<file path="src/rtl/irqm_pkg.sv">
package irqm_pkg;

  localparam int REG_AW  = 16;
  localparam int DW      = 32;
  localparam int MSI_AW  = 64;
  localparam int INTX_N  = 4;
  localparam int INTX_LSB = 5;
  localparam int MSUM_BIT = 3;

  // register map (byte offsets seen by the servicing software)
  localparam logic [REG_AW-1:0] OFS_INT_EN = 16'h0B0C;
  localparam logic [REG_AW-1:0] OFS_INT_ST = 16'h0B1C;
  localparam logic [REG_AW-1:0] OFS_WB_LO  = 16'h0004;
  localparam logic [REG_AW-1:0] OFS_WB_HI  = 16'h0008;
  localparam logic [REG_AW-1:0] OFS_WSIZE  = 16'h000C;
  localparam logic [REG_AW-1:0] OFS_CAPEN  = 16'h0014;
  localparam logic [REG_AW-1:0] OFS_QSTAT  = 16'h0018;
  localparam logic [REG_AW-1:0] OFS_QOCC   = 16'h001C;
  localparam logic [REG_AW-1:0] OFS_QDATA  = 16'h0020;
  localparam logic [REG_AW-1:0] OFS_QADRL  = 16'h0024;
  localparam logic [REG_AW-1:0] OFS_QADRH  = 16'h0028;

  typedef struct packed {
    logic [MSI_AW-1:0] addr;
    logic [DW-1:0]     data;
  } msi_ent_t;

  // true when addr lies in [base, base+size), computed without wrap
  function automatic logic in_window(input logic [MSI_AW-1:0] addr,
                                     input logic [MSI_AW-1:0] base,
                                     input logic [DW-1:0]     size);
    logic [MSI_AW:0] off;
    if (addr < base) return 1'b0;
    off = {1'b0, addr} - {1'b0, base};
    return off < {{(MSI_AW+1-DW){1'b0}}, size};
  endfunction

  // sticky bit update: clear-by-one, set wins
  function automatic logic sticky_next(input logic cur, input logic clr,
                                       input logic set);
    return (cur & ~clr) | set;
  endfunction

  // circular pointer advance for any depth
  function automatic int unsigned ptr_adv(input int unsigned p,
                                          input int unsigned depth);
    return (p == depth - 1) ? 0 : p + 1;
  endfunction

endpackage

</file>
<file path="src/rtl/irqm_intx_status.sv">
module irqm_intx_status #(
  parameter int N = 4
) (
  input  logic         clk,
  input  logic         rst_n,
  input  logic [N-1:0] lvl_in,
  input  logic [N-1:0] clr_intx,
  input  logic         msi_set,
  input  logic         msi_clr,
  output logic [N-1:0] st_intx,
  output logic         st_msi
);
  import irqm_pkg::*;

  for (genvar i = 0; i < N; i++) begin : g_line
    always_ff @(posedge clk or negedge rst_n) begin
      if (!rst_n) st_intx[i] <= 1'b0;
      else        st_intx[i] <= sticky_next(st_intx[i], clr_intx[i], lvl_in[i]);
    end
  end

  always_ff @(posedge clk or negedge rst_n) begin
    if (!rst_n) st_msi <= 1'b0;
    else        st_msi <= sticky_next(st_msi, msi_clr, msi_set);
  end

  AST_INTX_CAPTURE: assert property (@(posedge clk) disable iff (!rst_n)
    (lvl_in != '0) |=> ((st_intx & $past(lvl_in)) == $past(lvl_in)));

  AST_INTX_HOLD: assert property (@(posedge clk) disable iff (!rst_n)
    (clr_intx == '0) |=> ((st_intx & $past(st_intx)) == $past(st_intx)));

  AST_MSUM_SET: assert property (@(posedge clk) disable iff (!rst_n)
    msi_set |=> st_msi);

endmodule

</file>
<file path="src/rtl/irqm_msi_window.sv">
module irqm_msi_window (
  input  logic        clk,
  input  logic        rst_n,
  input  logic        cap_en,
  input  logic [63:0] win_base,
  input  logic [31:0] win_size,
  input  logic        req_valid,
  input  logic [63:0] req_addr,
  output logic        accept
);
  import irqm_pkg::*;

  logic hit;
  assign hit    = in_window(req_addr, win_base, win_size);
  assign accept = req_valid & cap_en & hit;

  AST_ACCEPT_NEEDS_EN: assert property (@(posedge clk) disable iff (!rst_n)
    accept |-> (cap_en && req_valid));

  AST_ZERO_SIZE_SHUT: assert property (@(posedge clk) disable iff (!rst_n)
    (win_size == '0) |-> !accept);

endmodule

</file>
<file path="src/rtl/irqm_msi_fifo.sv">
module irqm_msi_fifo #(
  parameter int DEPTH = 16,
  localparam int PTR_W = (DEPTH > 1) ? $clog2(DEPTH) : 1,
  localparam int CNT_W = $clog2(DEPTH + 1)
) (
  input  logic               clk,
  input  logic               rst_n,
  input  logic               push_req,
  input  irqm_pkg::msi_ent_t push_ent,
  input  logic               pop_req,
  output irqm_pkg::msi_ent_t head,
  output logic [CNT_W-1:0]   count,
  output logic               empty,
  output logic               full,
  output logic               dropped
);
  import irqm_pkg::*;

  msi_ent_t         mem [DEPTH];
  logic [PTR_W-1:0] wr_ptr, rd_ptr;
  logic             do_push, do_pop;

  assign empty   = (count == '0);
  assign full    = (count == CNT_W'(DEPTH));
  assign do_push = push_req & ~full;
  assign do_pop  = pop_req & ~empty;
  assign dropped = push_req & full;
  assign head    = empty ? '0 : mem[rd_ptr];

  always_ff @(posedge clk) begin
    if (do_push) mem[wr_ptr] <= push_ent;
  end

  always_ff @(posedge clk or negedge rst_n) begin
    if (!rst_n) begin
      wr_ptr <= '0;
      rd_ptr <= '0;
      count  <= '0;
    end else begin
      if (do_push) wr_ptr <= PTR_W'(ptr_adv(int'(wr_ptr), DEPTH));
      if (do_pop)  rd_ptr <= PTR_W'(ptr_adv(int'(rd_ptr), DEPTH));
      case ({do_push, do_pop})
        2'b10:   count <= count + 1'b1;
        2'b01:   count <= count - 1'b1;
        default: count <= count;
      endcase
    end
  end

  AST_COUNT_RANGE: assert property (@(posedge clk) disable iff (!rst_n)
    count <= CNT_W'(DEPTH));

  AST_NO_OVERFILL: assert property (@(posedge clk) disable iff (!rst_n)
    (push_req && full) |=> (count <= $past(count)));

  AST_POP_EMPTY: assert property (@(posedge clk) disable iff (!rst_n)
    (pop_req && empty && !push_req) |=> (count == '0));

endmodule

</file>
<file path="src/rtl/irq_merge_msiq.sv">
module irq_merge_msiq #(
  parameter int FIFO_DEPTH = 16
) (
  input  logic        clk,
  input  logic        rst_n,
  input  logic        reg_wr,
  input  logic        reg_rd,
  input  logic [15:0] reg_addr,
  input  logic [31:0] reg_wdata,
  output logic [31:0] reg_rdata,
  input  logic [3:0]  intx_in,
  input  logic        msi_valid,
  input  logic [63:0] msi_addr,
  input  logic [31:0] msi_data,
  output logic        irq_out
);
  import irqm_pkg::*;

  localparam int CNT_W = $clog2(FIFO_DEPTH + 1);

  // programmable state
  logic [31:0]       wb_lo, wb_hi, wsize;
  logic              cap_en;
  logic [INTX_N-1:0] en_intx;
  logic              en_msum;
  logic              q_ovf;
  logic [31:0]       rdata_q;

  // named internal events
  logic              wr_st, wr_en, wr_qst;
  logic              rd_pop;
  logic              msi_accept;
  logic              q_drop;
  logic              q_empty, q_full;
  logic [CNT_W-1:0]  q_count;
  msi_ent_t          q_head, q_in;
  logic [INTX_N-1:0] st_intx;
  logic              st_msi;
  logic              pend_masked;
  logic [31:0]       rd_mux;

  assign wr_st  = reg_wr && (reg_addr == OFS_INT_ST);
  assign wr_en  = reg_wr && (reg_addr == OFS_INT_EN);
  assign wr_qst = reg_wr && (reg_addr == OFS_QSTAT);
  assign rd_pop = reg_rd && (reg_addr == OFS_QADRH);
  assign q_in   = '{addr: msi_addr, data: msi_data};

  irqm_intx_status #(.N(INTX_N)) u_stat (
    .clk      (clk),
    .rst_n    (rst_n),
    .lvl_in   (intx_in),
    .clr_intx (wr_st ? reg_wdata[INTX_LSB +: INTX_N] : '0),
    .msi_set  (msi_accept & ~q_full),
    .msi_clr  (wr_st & reg_wdata[MSUM_BIT]),
    .st_intx  (st_intx),
    .st_msi   (st_msi)
  );

  irqm_msi_window u_win (
    .clk       (clk),
    .rst_n     (rst_n),
    .cap_en    (cap_en),
    .win_base  ({wb_hi, wb_lo}),
    .win_size  (wsize),
    .req_valid (msi_valid),
    .req_addr  (msi_addr),
    .accept    (msi_accept)
  );

  irqm_msi_fifo #(.DEPTH(FIFO_DEPTH)) u_q (
    .clk      (clk),
    .rst_n    (rst_n),
    .push_req (msi_accept),
    .push_ent (q_in),
    .pop_req  (rd_pop),
    .head     (q_head),
    .count    (q_count),
    .empty    (q_empty),
    .full     (q_full),
    .dropped  (q_drop)
  );

  // configuration registers
  always_ff @(posedge clk or negedge rst_n) begin
    if (!rst_n) begin
      wb_lo   <= '0;
      wb_hi   <= '0;
      wsize   <= '0;
      cap_en  <= 1'b0;
      en_intx <= '0;
      en_msum <= 1'b0;
    end else if (reg_wr) begin
      case (reg_addr)
        OFS_WB_LO: wb_lo  <= reg_wdata;
        OFS_WB_HI: wb_hi  <= reg_wdata;
        OFS_WSIZE: wsize  <= reg_wdata;
        OFS_CAPEN: cap_en <= reg_wdata[0];
        default: ;
      endcase
      if (wr_en) begin
        en_intx <= reg_wdata[INTX_LSB +: INTX_N];
        en_msum <= reg_wdata[MSUM_BIT];
      end
    end
  end

  // sticky overflow flag
  always_ff @(posedge clk or negedge rst_n) begin
    if (!rst_n) q_ovf <= 1'b0;
    else        q_ovf <= sticky_next(q_ovf, wr_qst & reg_wdata[1], q_drop);
  end

  // read path
  always_comb begin
    rd_mux = '0;
    case (reg_addr)
      OFS_INT_ST: begin
        rd_mux[INTX_LSB +: INTX_N] = st_intx;
        rd_mux[MSUM_BIT]           = st_msi;
      end
      OFS_INT_EN: begin
        rd_mux[INTX_LSB +: INTX_N] = en_intx;
        rd_mux[MSUM_BIT]           = en_msum;
      end
      OFS_WB_LO: rd_mux = wb_lo;
      OFS_WB_HI: rd_mux = wb_hi;
      OFS_WSIZE: rd_mux = wsize;
      OFS_CAPEN: rd_mux[0] = cap_en;
      OFS_QSTAT: rd_mux[1:0] = {q_ovf, ~q_empty};
      OFS_QOCC:  rd_mux = 32'(q_count);
      OFS_QDATA: rd_mux = q_head.data;
      OFS_QADRL: rd_mux = q_head.addr[31:0];
      OFS_QADRH: rd_mux = q_head.addr[63:32];
      default:   rd_mux = '0;
    endcase
  end

  always_ff @(posedge clk or negedge rst_n) begin
    if (!rst_n)      rdata_q <= '0;
    else if (reg_rd) rdata_q <= rd_mux;
  end
  assign reg_rdata = rdata_q;

  // merged interrupt
  assign pend_masked = (|(st_intx & en_intx)) | (st_msi & en_msum);
  assign irq_out     = pend_masked | (~q_empty & cap_en);

  AST_IRQ_SOURCE: assert property (@(posedge clk) disable iff (!rst_n)
    irq_out |-> ((st_intx != '0) || st_msi || (q_count != '0)));

  AST_OVF_STICKY: assert property (@(posedge clk) disable iff (!rst_n)
    (q_ovf && !wr_qst) |=> q_ovf);

  AST_RDATA_HOLD: assert property (@(posedge clk) disable iff (!rst_n)
    !reg_rd |=> $stable(reg_rdata));

  AST_NONEMPTY_AFTER_ACCEPT: assert property (@(posedge clk) disable iff (!rst_n)
    (msi_accept && !q_full) |=> (q_count != '0));

endmodule

</file>
<file path="config.mk">
export PLATFORM = sky130hd
export DESIGN_NAME = irq_merge_msiq
export DESIGN_NICKNAME = d
export VERILOG_FILES = /design/src/rtl/irqm_pkg.sv /design/src/rtl/irqm_intx_status.sv /design/src/rtl/irqm_msi_window.sv /design/src/rtl/irqm_msi_fifo.sv /design/src/rtl/irq_merge_msiq.sv
export SDC_FILE = /design/constraint.sdc
export NUM_CORES = 2
export LEC_CHECK = 0
export ABC_AREA = 1
export BUFFER_PORTS_ARGS = -buffer_cell sky130_fd_sc_hd__buf_2
export CELL_PAD_IN_SITES_DETAIL_PLACEMENT = 0
export CELL_PAD_IN_SITES_GLOBAL_PLACEMENT = 1
export CORE_UTILIZATION = 52
export CTS_BUF_LIST = sky130_fd_sc_hd__clkbuf_8
export CTS_CLUSTER_SIZE = 12
export DETAILED_ROUTE_END_ITERATION = 10
export PLACE_DENSITY_LB_ADDON = 0.2
export SKIP_CTS_REPAIR_TIMING = 1
export SYNTH_ARGS = -nofsm -noshare
export SYNTH_HDL_FRONTEND = slang
export SYNTH_SLANG_ARGS = --single-unit
</file>
<file path="constraint.sdc">
create_clock -name clk -period 17.85 [get_ports clk]
set_clock_uncertainty 0.15 [all_clocks]
set_input_delay 0.8925 -clock clk [delete_from_list [all_inputs] [get_ports clk]]
set_output_delay 0.8925 -clock clk [all_outputs]
set_load 0.02 [all_outputs]
</file>
==> run metrics <==
critical path peak fanout=40; fraction of registers with async set/reset=9.059%; Hold Vio Cnt, Final=0; total track usage=34.23%; post-route design area=0.08180 sq mm; Synth Area in Simple Gates=14.07%; initial antenna violation count=21; max_slew headroom=12.06%; Avg Inst Size Synth=10.94 sq um; Worst EP arrival=7.85 ns; vias per inst=5.914; CTS root buf=clkbuf_8; most frequent cells after synthesis=edfxtp_1, nand2_1, o21ai_0; cell taking the most area after synthesis=edfxtp_1; Synth Area in Adders=1.790%; final WL=246.4 mm; mux cell area share after synthesis=0%; GRT overflow=0; Peak VDD IR=74.65 uV; post-synth cell types=54; RSZ-0062 raised after global routing=false; setup TNS=0 ns; Clock transition at path regs=0.06 ns; XOR/XNOR Fraction of Synth Area=0.4747%; io pins=186; commonest register cell after synthesis=edfxtp_1; wire per inst=27.19 microns; Req. time, crit path=18.30 ns; CP max-delay cell=nor2_4; Initial DRC Count=6,742; largest net degree at the start of global routing=172; H-tree depth=5; number of global-route vias before repair=50,270; Synth Instances=6,747; Worst Tran Pin Value=1.319 ns; Pre-antenna DRT Iters=5; Max Fclk=0.1352 GHz; fin nets=7,252; final worst path period share=41.43%; area post-placement=0.07681 sq mm; pwr dens=94.02 mW/mm^2; total power=7.691 mW; FP Rows=137; register bit total from synthesis=1,689; crit path capture type=flip-flop; PortBufs=185; mapped cell area=0.07380 sq mm; EDFF count, synth=1,536; ranking of synthesized cells by area=edfxtp_1, nand2_1, dfrtp_1, o21ai_0, nor2_1; first-pass GRT wire length=350.7 mm; Antenna Nets Post-Route=0; outcome=finished clean; Initial Util=52.63%; Synth Area in Compound Gates=11.08%; Leak=31.10 nW; Placer Congestion=1.001; top cell type's share of synthesized area=62.50%; layout cells sized above 1=10.01%; endpoints failing setup=0; type of origin of the critical path=flip-flop; Largest stage delay, worst path=0.77 ns; Syn. warnings=0; sequential element share of the synthesized area=67.69%; hpwl dp=156.2 mm; max-slew violations=0; HP Class=in -> reg; Final Util=58.34%; CTS tree=done; Num CTS Buffers=291; min Tclk post-route=7.396 ns; clk_lat worst skew=1.01 ns; most frequent CP cell=nand2_1; Synthesized Nets=7,005; clock buffer depth=4; start-to-end type of the worst setup path=reg -> reg; via count=53,590; DRC viols=0; Die X=378.7 microns; area grow syn2layout=10.85%; CTS Sinks=1,689; core area=0.1402 sq mm; Die H=378.7 microns; largest family of logic cells by synthesized area=simple AND/OR/NAND/NOR gates; most frequent cell after synthesis=edfxtp_1; maximum capacitance violations=0; die area=0.1434 sq mm
==> state kept, by name (all words and copies together), names as in the netlist <==
name	cells
wb_hi	32
wb_lo	32
u_q.count	5
u_q.rd_ptr	4
u_q.wr_ptr	4
u_stat.st_msi	1
q_ovf	1
u_stat.st_intx	4
reg_rdata	32
u_q.mem	1536
en_intx	4
en_msum	1
wsize	32
cap_en	1
==> path summary, 6_finish.rpt <==
path,start,slack [ns],cells past startpoint,endpoint
max in group asynchronous,rst_n,16.00,3,wb_lo[25]
min reg2reg,reg_rdata[11],0.33,2,reg_rdata[11]
min in group asynchronous,rst_n,0.23,2,u_stat.st_intx[0]
max reg2reg,wb_lo[3],10.45,27,u_q.mem[5][88]
min,reg_wdata[28],0.07,3,wb_hi[28]
max,wb_lo[3],10.45,27,u_q.mem[5][88]
==> logic make-up (layout without fill, tap and decap cells) <==
logic type,after synthesis,count (layout)
and+or+nand+nor,2538,2538
DFF,1689,1689
AOI/OAI and AO/OA,1420,1420
buffers and inverters,955,1379
adders and majority gates,105,105
xor gates and xnor gates,40,40
other,0,14
==> cell type report <==
type	instances	area, sq um
diodes	14	35.03
clock buffers	301	4143
clock inverters	169	763.2
fillers	11880	58410
inverters	618	2341
multi-input cells	4103	20420
flip-flops and latches	1689	49970
well taps	1876	2347
repair buffers	291	1790
==> cells in the final DEF, fill, tap and decap left out, types with 20 or more instances in the layout <==
cell type  netlist  routed
a221oi_1        63      62
ha_1           104     104
o221ai_1       111     111
inv_1          599     689
buf_4            0      97
nand3_1        299     299
nor3_1          29      28
edfxtp_1      1536    1536
a21oi_1        311     311
clkinv_1         3      53
nor2_1         621     602
buf_2           24     184
o21ai_0        733     733
nand2_1       1450    1446
dfrtp_1        153     149
o22ai_1        104     104
a31oi_1         20      20
xor2_1          34      34
clkbuf_8         0     301
nand4_1         69      69
==> metrics by stage <==
stage	worst slack, ns	cells	hold slack, ns
floorplan	9.401	6747	0.3030
global placement	9.849	8572	0.3109
detailed placement	9.762	8572	0.3119
CTS	10.63	9042	-0.4188
global route	10.29	9054	0.04651
finish	10.45	9061	0.06971
==> where the power goes <==
group / leakage [nW] / internal, mW / switching (mW) / total [mW]
registers: 15.9 / 4.31 / 0.000116 / 4.32
clock network: 2.86 / 1.59 / 1.51 / 3.10
logic: 12.4 / 0.0684 / 0.212 / 0.281
==> per-layer routing <==
metal  wire [microns]  track usage, %
met3            19600           5.156
met1           103000           48.42
met2           114600           53.69
met4             9096           12.93
met5               71               0
==> critical path, delay by kind of cell (launching register included) <==
| kind | cells | cell delay [ns] |
|---|---|---|
| AND/OR/NAND/NOR | 21 | 4.12 |
| buffers and inverters | 3 | 1.58 |
| adder cells (fa/ha/maj) | 2 | 0.58 |
| flip-flops | 1 | 0.35 |
| XOR/XNOR | 1 | 0.10 |
No activity file was read; power rests on OpenSTA's default activity.
